### config.mk
export PLATFORM = sky130hd
export DESIGN_NAME = smul_unit
export DESIGN_NICKNAME = d
export VERILOG_FILES = /design/src/rtl/smul_pkg.sv /design/src/rtl/smul_decode.sv /design/src/rtl/smul_fuse.sv /design/src/rtl/smul_mult.sv /design/src/rtl/smul_unit.sv
export SDC_FILE = /design/constraint.sdc
export NUM_CORES = 2
export LEC_CHECK = 0
export ABC_CLOCK_PERIOD_IN_PS = 8000
export BUFFER_PORTS_ARGS = -buffer_cell sky130_fd_sc_hd__buf_2
export CAP_MARGIN = 20
export CORE_ASPECT_RATIO = 1.5
export CORE_MARGIN = 2
export CORE_UTILIZATION = 30
export CTS_CLUSTER_SIZE = 40
export DETAILED_ROUTE_END_ITERATION = 12
export SYNTH_ARGS = -nofsm -noshare
export SYNTH_HDL_FRONTEND = slang
export SYNTH_SLANG_ARGS = --single-unit
### constraint.sdc
create_clock -name clk -period 8 [get_ports clk]
set_input_delay 0.4 -clock clk [delete_from_list [all_inputs] [get_ports clk]]
set_output_delay 0.4 -clock clk [all_outputs]
set_load 0.01 [all_outputs]
### src/rtl/smul_pkg.sv
package smul_pkg;
  localparam int ILEN = 32;
  localparam int IDXW = 5;

  localparam logic [6:0] OPC_REG_ALU = 7'b0110011;
  localparam logic [6:0] F7_MULDIV   = 7'b0000001;
  localparam logic [2:0] F3_LOW      = 3'b000;
  localparam logic [2:0] F3_HIGH     = 3'b001;

  typedef enum logic [1:0] {
    K_BAD  = 2'd0,
    K_LOW  = 2'd1,
    K_HIGH = 2'd2
  } kind_e;

  typedef struct packed {
    kind_e           kind;
    logic [IDXW-1:0] rd;
    logic [IDXW-1:0] rs1;
    logic [IDXW-1:0] rs2;
  } dec_t;
endpackage

### src/rtl/smul_decode.sv
module smul_decode
  import smul_pkg::*;
(
  input  logic [ILEN-1:0] instr,
  output dec_t            dec
);
  logic [6:0] opc;
  logic [2:0] f3;
  logic [6:0] f7;

  assign opc = instr[6:0];
  assign f3  = instr[14:12];
  assign f7  = instr[31:25];

  always_comb begin
    dec.rd   = instr[11:7];
    dec.rs1  = instr[19:15];
    dec.rs2  = instr[24:20];
    dec.kind = K_BAD;
    if (opc == OPC_REG_ALU && f7 == F7_MULDIV) begin
      if (f3 == F3_HIGH)     dec.kind = K_HIGH;
      else if (f3 == F3_LOW) dec.kind = K_LOW;
    end
  end
endmodule

### src/rtl/smul_fuse.sv
module smul_fuse
  import smul_pkg::*;
(
  input  logic clk,
  input  logic rst,
  input  logic accept,
  input  dec_t dec,
  output logic hit
);
  logic            rec_valid;
  logic [IDXW-1:0] rec_rs1;
  logic [IDXW-1:0] rec_rs2;
  logic            clash;

  assign clash = (dec.rd == dec.rs1) || (dec.rd == dec.rs2);
  assign hit   = rec_valid && (dec.kind == K_LOW) &&
                 (dec.rs1 == rec_rs1) && (dec.rs2 == rec_rs2);

  always_ff @(posedge clk) begin
    if (rst) begin
      rec_valid <= 1'b0;
      rec_rs1   <= '0;
      rec_rs2   <= '0;
    end else if (accept) begin
      rec_valid <= (dec.kind == K_HIGH) && !clash;
      rec_rs1   <= dec.rs1;
      rec_rs2   <= dec.rs2;
    end
  end
endmodule

### src/rtl/smul_mult.sv
module smul_mult #(
  parameter int XLEN = 32,
  parameter int IDXW = 5
) (
  input  logic              clk,
  input  logic              rst,
  input  logic              go,
  input  logic [XLEN-1:0]   a,
  input  logic [XLEN-1:0]   b,
  input  logic              hi,
  input  logic [IDXW-1:0]   rd,
  output logic              busy_hi,
  output logic              done,
  output logic              done_hi,
  output logic [IDXW-1:0]   done_rd,
  output logic [2*XLEN-1:0] prod
);
  localparam int PW = 2 * XLEN;

  logic            s1_v;
  logic [XLEN-1:0] s1_a;
  logic [XLEN-1:0] s1_b;
  logic            s1_hi;
  logic [IDXW-1:0] s1_rd;
  logic signed [PW-1:0] ext_a;
  logic signed [PW-1:0] ext_b;
  logic signed [PW-1:0] full;

  always_ff @(posedge clk) begin
    if (rst) begin
      s1_v  <= 1'b0;
      s1_a  <= '0;
      s1_b  <= '0;
      s1_hi <= 1'b0;
      s1_rd <= '0;
    end else begin
      s1_v <= go;
      if (go) begin
        s1_a  <= a;
        s1_b  <= b;
        s1_hi <= hi;
        s1_rd <= rd;
      end
    end
  end

  assign ext_a   = {{XLEN{s1_a[XLEN-1]}}, s1_a};
  assign ext_b   = {{XLEN{s1_b[XLEN-1]}}, s1_b};
  assign full    = ext_a * ext_b;
  assign busy_hi = s1_v && s1_hi;

  always_ff @(posedge clk) begin
    if (rst) begin
      done    <= 1'b0;
      done_hi <= 1'b0;
      done_rd <= '0;
      prod    <= '0;
    end else begin
      done <= s1_v;
      if (s1_v) begin
        prod    <= full;
        done_hi <= s1_hi;
        done_rd <= s1_rd;
      end
    end
  end
endmodule

### src/rtl/smul_unit.sv
module smul_unit
  import smul_pkg::*;
#(
  parameter int XLEN = 32
) (
  input  logic            clk,
  input  logic            rst,
  input  logic            in_valid,
  output logic            in_ready,
  input  logic [31:0]     in_instr,
  input  logic [XLEN-1:0] in_opa,
  input  logic [XLEN-1:0] in_opb,
  output logic            out_valid,
  output logic            out_illegal,
  output logic [4:0]      out_rd,
  output logic [XLEN-1:0] out_data
);
  localparam int PW = 2 * XLEN;

  dec_t            dec;
  logic            accept;
  logic            hit;
  logic            go;
  logic            busy_hi;
  logic            mul_done;
  logic            done_hi;
  logic [IDXW-1:0] done_rd;
  logic [PW-1:0]   prod;
  logic            fz_valid;
  logic [IDXW-1:0] fz_rd;
  logic            bad_q;

  smul_decode u_dec (
    .instr (in_instr),
    .dec   (dec)
  );

  assign in_ready = !busy_hi;
  assign accept   = in_valid && in_ready;
  assign go       = accept && (dec.kind != K_BAD) && !hit;

  smul_fuse u_fuse (
    .clk    (clk),
    .rst    (rst),
    .accept (accept),
    .dec    (dec),
    .hit    (hit)
  );

  smul_mult #(.XLEN(XLEN), .IDXW(IDXW)) u_mult (
    .clk     (clk),
    .rst     (rst),
    .go      (go),
    .a       (in_opa),
    .b       (in_opb),
    .hi      (dec.kind == K_HIGH),
    .rd      (dec.rd),
    .busy_hi (busy_hi),
    .done    (mul_done),
    .done_hi (done_hi),
    .done_rd (done_rd),
    .prod    (prod)
  );

  always_ff @(posedge clk) begin
    if (rst) begin
      fz_valid <= 1'b0;
      fz_rd    <= '0;
      bad_q    <= 1'b0;
    end else begin
      fz_valid <= accept && hit;
      fz_rd    <= dec.rd;
      bad_q    <= accept && (dec.kind == K_BAD);
    end
  end

  always_ff @(posedge clk) begin
    if (rst) begin
      out_valid   <= 1'b0;
      out_illegal <= 1'b0;
      out_rd      <= '0;
      out_data    <= '0;
    end else begin
      out_valid   <= mul_done || fz_valid;
      out_illegal <= bad_q;
      out_rd      <= mul_done ? done_rd : fz_rd;
      out_data    <= (mul_done && done_hi) ? prod[PW-1:XLEN] : prod[XLEN-1:0];
    end
  end
endmodule

Word-level counts from Yosys, hierarchy flattened:

Cells that the tools add are included.

* logic and storage cells: 54
* bits in registers: 199
* output and inout port bits: 40
* input port bits: 99

* $mul: 1
* equality and inequality tests: 9
* reductions and logical operators: 20
* muxes and demuxes: 5

Operators with widths (count)
* multiplier 32 x 32 -> 64 bit: 1
* two-way mux 32 bit: 1
* equality test 5 bit: 4
* logical AND 1 bit: 12
* equality test 7 x 1 -> 1 bit (second input constant): 1
* equality test 7 x 6 -> 1 bit (second input constant): 1
* two-way mux 5 bit: 1
* two-way mux 2 bit: 2
* equality test 3 x 1 -> 1 bit (second input constant): 1
* logical NOT 1 bit: 3
* logical NOT 3 bit: 1
* equality test 2 x 1 -> 1 bit (second input constant): 1
* equality test 2 bit (second input constant): 1
* logical NOT 2 bit: 1
* logical OR 1 bit: 2
* nonzero test 2 bit: 1
* two-way mux 1 bit: 1

Depth between registers and ports, before layout:

* depth in word-level cells: 10
* depth in mapped cells: 29
* depth with buffers taken out: 28

Cells and area by module:

From an unflattened synthesis, not the netlist that was laid out.

* cell total of the unflattened synthesis: 4627
* area, all modules: 43808.3 um^2

By module, submodules not included
* smul_mult: cells each 4350, times used 1, area each 41006.8 um^2, sequential area each 2842.7 um^2
* smul_unit: cells each 188, times used 1, area each 1999.4 um^2, sequential area each 920.9 um^2
* smul_fuse: cells each 66, times used 1, area each 619.3 um^2, sequential area each 220.2 um^2
* smul_decode: cells each 23, times used 1, area each 182.7 um^2, sequential area each 0.0 um^2

Worst setup path before layout:

Ideal clock, no wire load.

* kind: register -> register
* start: register u_mult.s1_a[31]
* end: register u_mult.prod[62]
* buffers on the path: 1
* period minus slack after synthesis: 7.738 ns
* required time: 7.912 ns
* cell stages (with the launch flop): 23
* setup slack: 0.262 ns
* data arrival time: 7.650 ns
* library setup time: 0.088 ns
* cells stage by stage: dfxtp_1 -> clkbuf_1 -> nand2_1 -> inv_1 -> fa_1 -> fa_1 -> fa_1 -> fa_1 -> inv_1 -> fa_1 -> inv_1 -> fa_1 -> inv_1 -> fa_1 -> inv_1 -> fa_1 -> ha_1 -> nand2_1 -> or3_1 -> o41ai_4 -> a41oi_1 -> or3_1 -> a311oi_2

* longest elaborated chain between the ends: 1

RTL lines
* start, declared: line smul_mult.sv:21 `logic [XLEN-1:0] s1_a;`
* start signal, assigned: line smul_mult.sv:32 `s1_a <= '0;`
* start signal, assigned: line smul_mult.sv:39 `s1_a <= a;`
* multiplier 32 x 32 -> 64 bit: line smul_mult.sv:49 `assign full = ext_a * ext_b;`
* end signal, assigned: line smul_mult.sv:61 `prod <= full;`
* end, declared: line smul_mult.sv:16 `output logic [2*XLEN-1:0] prod`

No other way between the ends.
A chain may end at the register's enable or synchronous reset.

Worst setup path after layout:

* start: register u_mult.s1_a[22]
* end: register u_mult.prod[59]

Same word-level chain as after synthesis.

==> flow_metrics.env <==
export IMPL_status="finished clean"
export IMPL_final_layout_size_suffix_gt1_share_pct=9.56
export IMPL_setup_viol=0
export IMPL_timing_critical_path_mode_cell="fa_1"
export IMPL_fin_skew_ps=17.3
export IMPL_synth_area_leader_cell="fa_1"
export IMPL_synth_compound_area_share_pct=4.81
export IMPL_final_max_slew_viol_count=0
export IMPL_num_vias=31500
export IMPL_hold_viol=0
export IMPL_tritoncts="built"
export IMPL_ys_ff_latch=199
export IMPL_irDropWorstVdd_uv=190
export IMPL_yosysSeqAreaShare_pct=9.25
export IMPL_numCtsBuffers=17
export IMPL_crit_required_ps=8390
export IMPL_first_iter_violations=1348
export IMPL_grt_usage_pct=17.7
export IMPL_cp_max_fo=27
export IMPL_grt_pass1_wl_mm=200
export IMPL_cts_num_sinks=199
export IMPL_postSynthAreaPerCell_um2=9.24
export IMPL_hold_ws_ps=106
export IMPL_finalCritPeriodShare_pct=97.1
export IMPL_synth_top_family_by_area="adder cells"
export IMPL_cp_start_kind="flop"
export IMPL_synthTopCellsByCount="fa_1 (1082), inv_1 (955), nand2_1 (766)"
export IMPL_timing_worst_setup_path_type="flop to flop"
export IMPL_place_gp_congestion=0.905
export IMPL_yosysMostFrequentCell="fa_1"
export IMPL_synth_edf_count=0
export IMPL_num_rows=170
export IMPL_synth_distinct_cells=66
export IMPL_cp_data_arrival_time_ps=8160
export IMPL_synth_ff_type="dfxtp_1"
export IMPL_rsz0062_at_grt="yes"
export IMPL_setup_tns_final_ps=0
export IMPL_synth_fp_nets=6027
export IMPL_end_kind="flop"
export IMPL_relSlewSlack_pct=38.1
export IMPL_critPathMaxStageDelay_ps=570
export IMPL_async_flop_share_pct=0
export IMPL_via_per_inst=4.70
export IMPL_cts_buffer_depth=2
export IMPL_die_y_um=468
export IMPL_worst_slew_pin_slew_ps=928
export IMPL_p_leak_nw=23.7
export IMPL_synth_xor_area_share_pct=1.77
export IMPL_cts_htree_levels=4
export IMPL_die_area_mm2=0.147
export IMPL_synth_top_cell_area_share_pct=50.3
export IMPL_maxCapViolCount=0
export IMPL_final_antenna_net_count=0
export IMPL_pin_count=139
export IMPL_fin_crit_ps=7770
export IMPL_overflow=0
export IMPL_place_inst=6668
export IMPL_drc=0
export IMPL_fin_cells=6707
export IMPL_final_fill_count=14600
export IMPL_synth_mux_area_share_pct=1.30
export IMPL_p_per_area_mw_per_mm2=42.4
export IMPL_post_drt_wl_per_cell_um=18.7
export IMPL_grt_max_degree=82
export IMPL_hold_class="primary input to flop"
export IMPL_syn_area_mm2=0.0431
export IMPL_core_area_mm2=0.143
export IMPL_firstDrtPassIters=7
export IMPL_final_nets=6163
export IMPL_timing_fmax_mhz=129
export IMPL_cts_hold_buffers=0
export IMPL_ys_top_cells_by_area="fa_1 (50%), dfxtp_1 (9.2%), inv_1 (8.3%), and2_1 (7.5%), nand2_1 (6.7%)"
export IMPL_clkLatencyLatePin_ps=530
export IMPL_die_w_um=313
export IMPL_syn_instance_count=4662
export IMPL_post_route_util_pct=33.9
export IMPL_numPortBuffers=138
export IMPL_cts_clk_slew_worst_paths_ps=100
export IMPL_finalWirelength_mm=125
export IMPL_synth_fa_ha_area_share_pct=55.6
export IMPL_cts_root_buf="clkbuf_16"
export IMPL_crit_slowest_cell="fa_1"
export IMPL_grt_pass1_vias=35600
export IMPL_start_util_pct=30.2
export IMPL_yosysWarningCount=0
export IMPL_synthSimpleGateAreaFrac_pct=16.6
export IMPL_syn_to_final_growth_pct=12.4
export IMPL_antenna_found_initial=10
export IMPL_dpl_hpwl_mm=106
==> where the power goes <==
part,total (mW),internal (mW),switching (mW),leakage [nW]
clock network,0.984,0.464,0.519,0.310
logic,0.0720,0.0290,0.0430,21.7
registers,0.996,0.994,0.00275,1.62
total,2.05,1.49,0.565,23.7
==> logic make-up (layout without fill, tap and decap cells) <==
kind of cell | count (synthesis) | count (layout)
AND/OR/NAND/NOR | 1503 | 1503
flip-flops | 199 | 199
other | 0 | 4
AO/OA/AOI/OAI | 331 | 331
XOR/XNOR | 87 | 87
buffers and inverters | 1220 | 1369
multiplexers | 56 | 56
adder cells (fa/ha/maj) | 1266 | 1266
==> registers in the layout (all words and copies together), names as in the netlist <==
signal,cells
u_mult.s1_b,32
u_mult.s1_hi,1
u_mult.s1_rd,5
out_data,32
u_fuse.rec_rs1,5
u_mult.done_hi,1
out_rd,5
u_fuse.rec_rs2,5
fz_valid,1
u_mult.prod,64
u_fuse.rec_valid,1
u_mult.done,1
bad_q,1
out_valid,1
fz_rd,5
u_mult.s1_v,1
u_mult.done_rd,5
out_illegal,1
u_mult.s1_a,32
==> layout by cell type, fill, tap and decap left out, types with 7 or more instances in the layout <==
master	instances
nand2b_1	12
buf_2	137
mux2i_1	56
ha_1	182
buf_4	185
a21o_1	30
nand2_1	766
and2_1	515
a21oi_1	178
xnor2_1	59
inv_1	953
nor2b_1	15
dfxtp_2	11
nor3_1	18
a31oi_1	10
fa_1	1081
nand3_1	19
o21ai_0	24
o21bai_1	13
nor2_1	122
nand4_1	13
o31ai_1	7
clkbuf_16	17
xor2_1	28
a211oi_1	7
buf_12	51
dfxtp_1	184
==> metal layers <==
layer	vias up	global-route usage (%)	wire length, um
li1	13900	-	-
met1	16500	19.5	45900
met2	787	34.2	69000
met3	300	1.60	4090
met4	12	8.12	5980
met5	-	0	78
==> metrics by stage <==
stage,cell area [um^2],worst slack [ps],power [mW]
2_1_floorplan,43100,262,1.05
3_3_place_gp,47600,-141,1.09
3_5_place_dp,47600,-120,1.09
4_1_cts,48300,39.5,2.08
5_1_grt,48400,-26.3,2.11
6_report,48400,233,2.05
==> layout make-up <==
cell class | instances | area [um^2] | share of cell area [%]
multi-input cells | 3243 | 34600 | 71.4
inverters | 955 | 3580 | 7.40
well taps | 1892 | 2370 | 4.89
diodes | 4 | 10.0 | 0.0207
clock buffers | 18 | 439 | 0.907
repair buffers | 382 | 3220 | 6.65
clock inverters | 14 | 199 | 0.411
flip-flops and latches | 199 | 4010 | 8.29
==> timing repair <==
action	CTS	global route
gates cloned	0	0
setup buffers	0	2
gates resized for setup	5	39
pin swaps	0	5
setup endpoints to repair	4	14
hold endpoints to repair	0	0
==> worst paths after layout <==
check,from,end,slack [ps],cells after the start
setup / recovery,u_mult.s1_a[22],u_mult.prod[59],230,28
hold / removal,in_opb[21],u_mult.s1_b[21],110,3
setup reg to reg,u_mult.s1_a[22],u_mult.prod[59],230,28
hold reg to reg,fz_valid,out_valid,450,2
==> critical path: cells and delay by family, from the launching register on <==
kind	cells	cell delay [ps]
AOI/OAI and AO/OA	4	820
DFF	1	340
buffers and inverters	7	910
adders and majority gates	9	4490
and+or+nand+nor	6	750
muxes	1	150
xor gates and xnor gates	1	120
No activity file was read; power rests on OpenSTA's default activity.
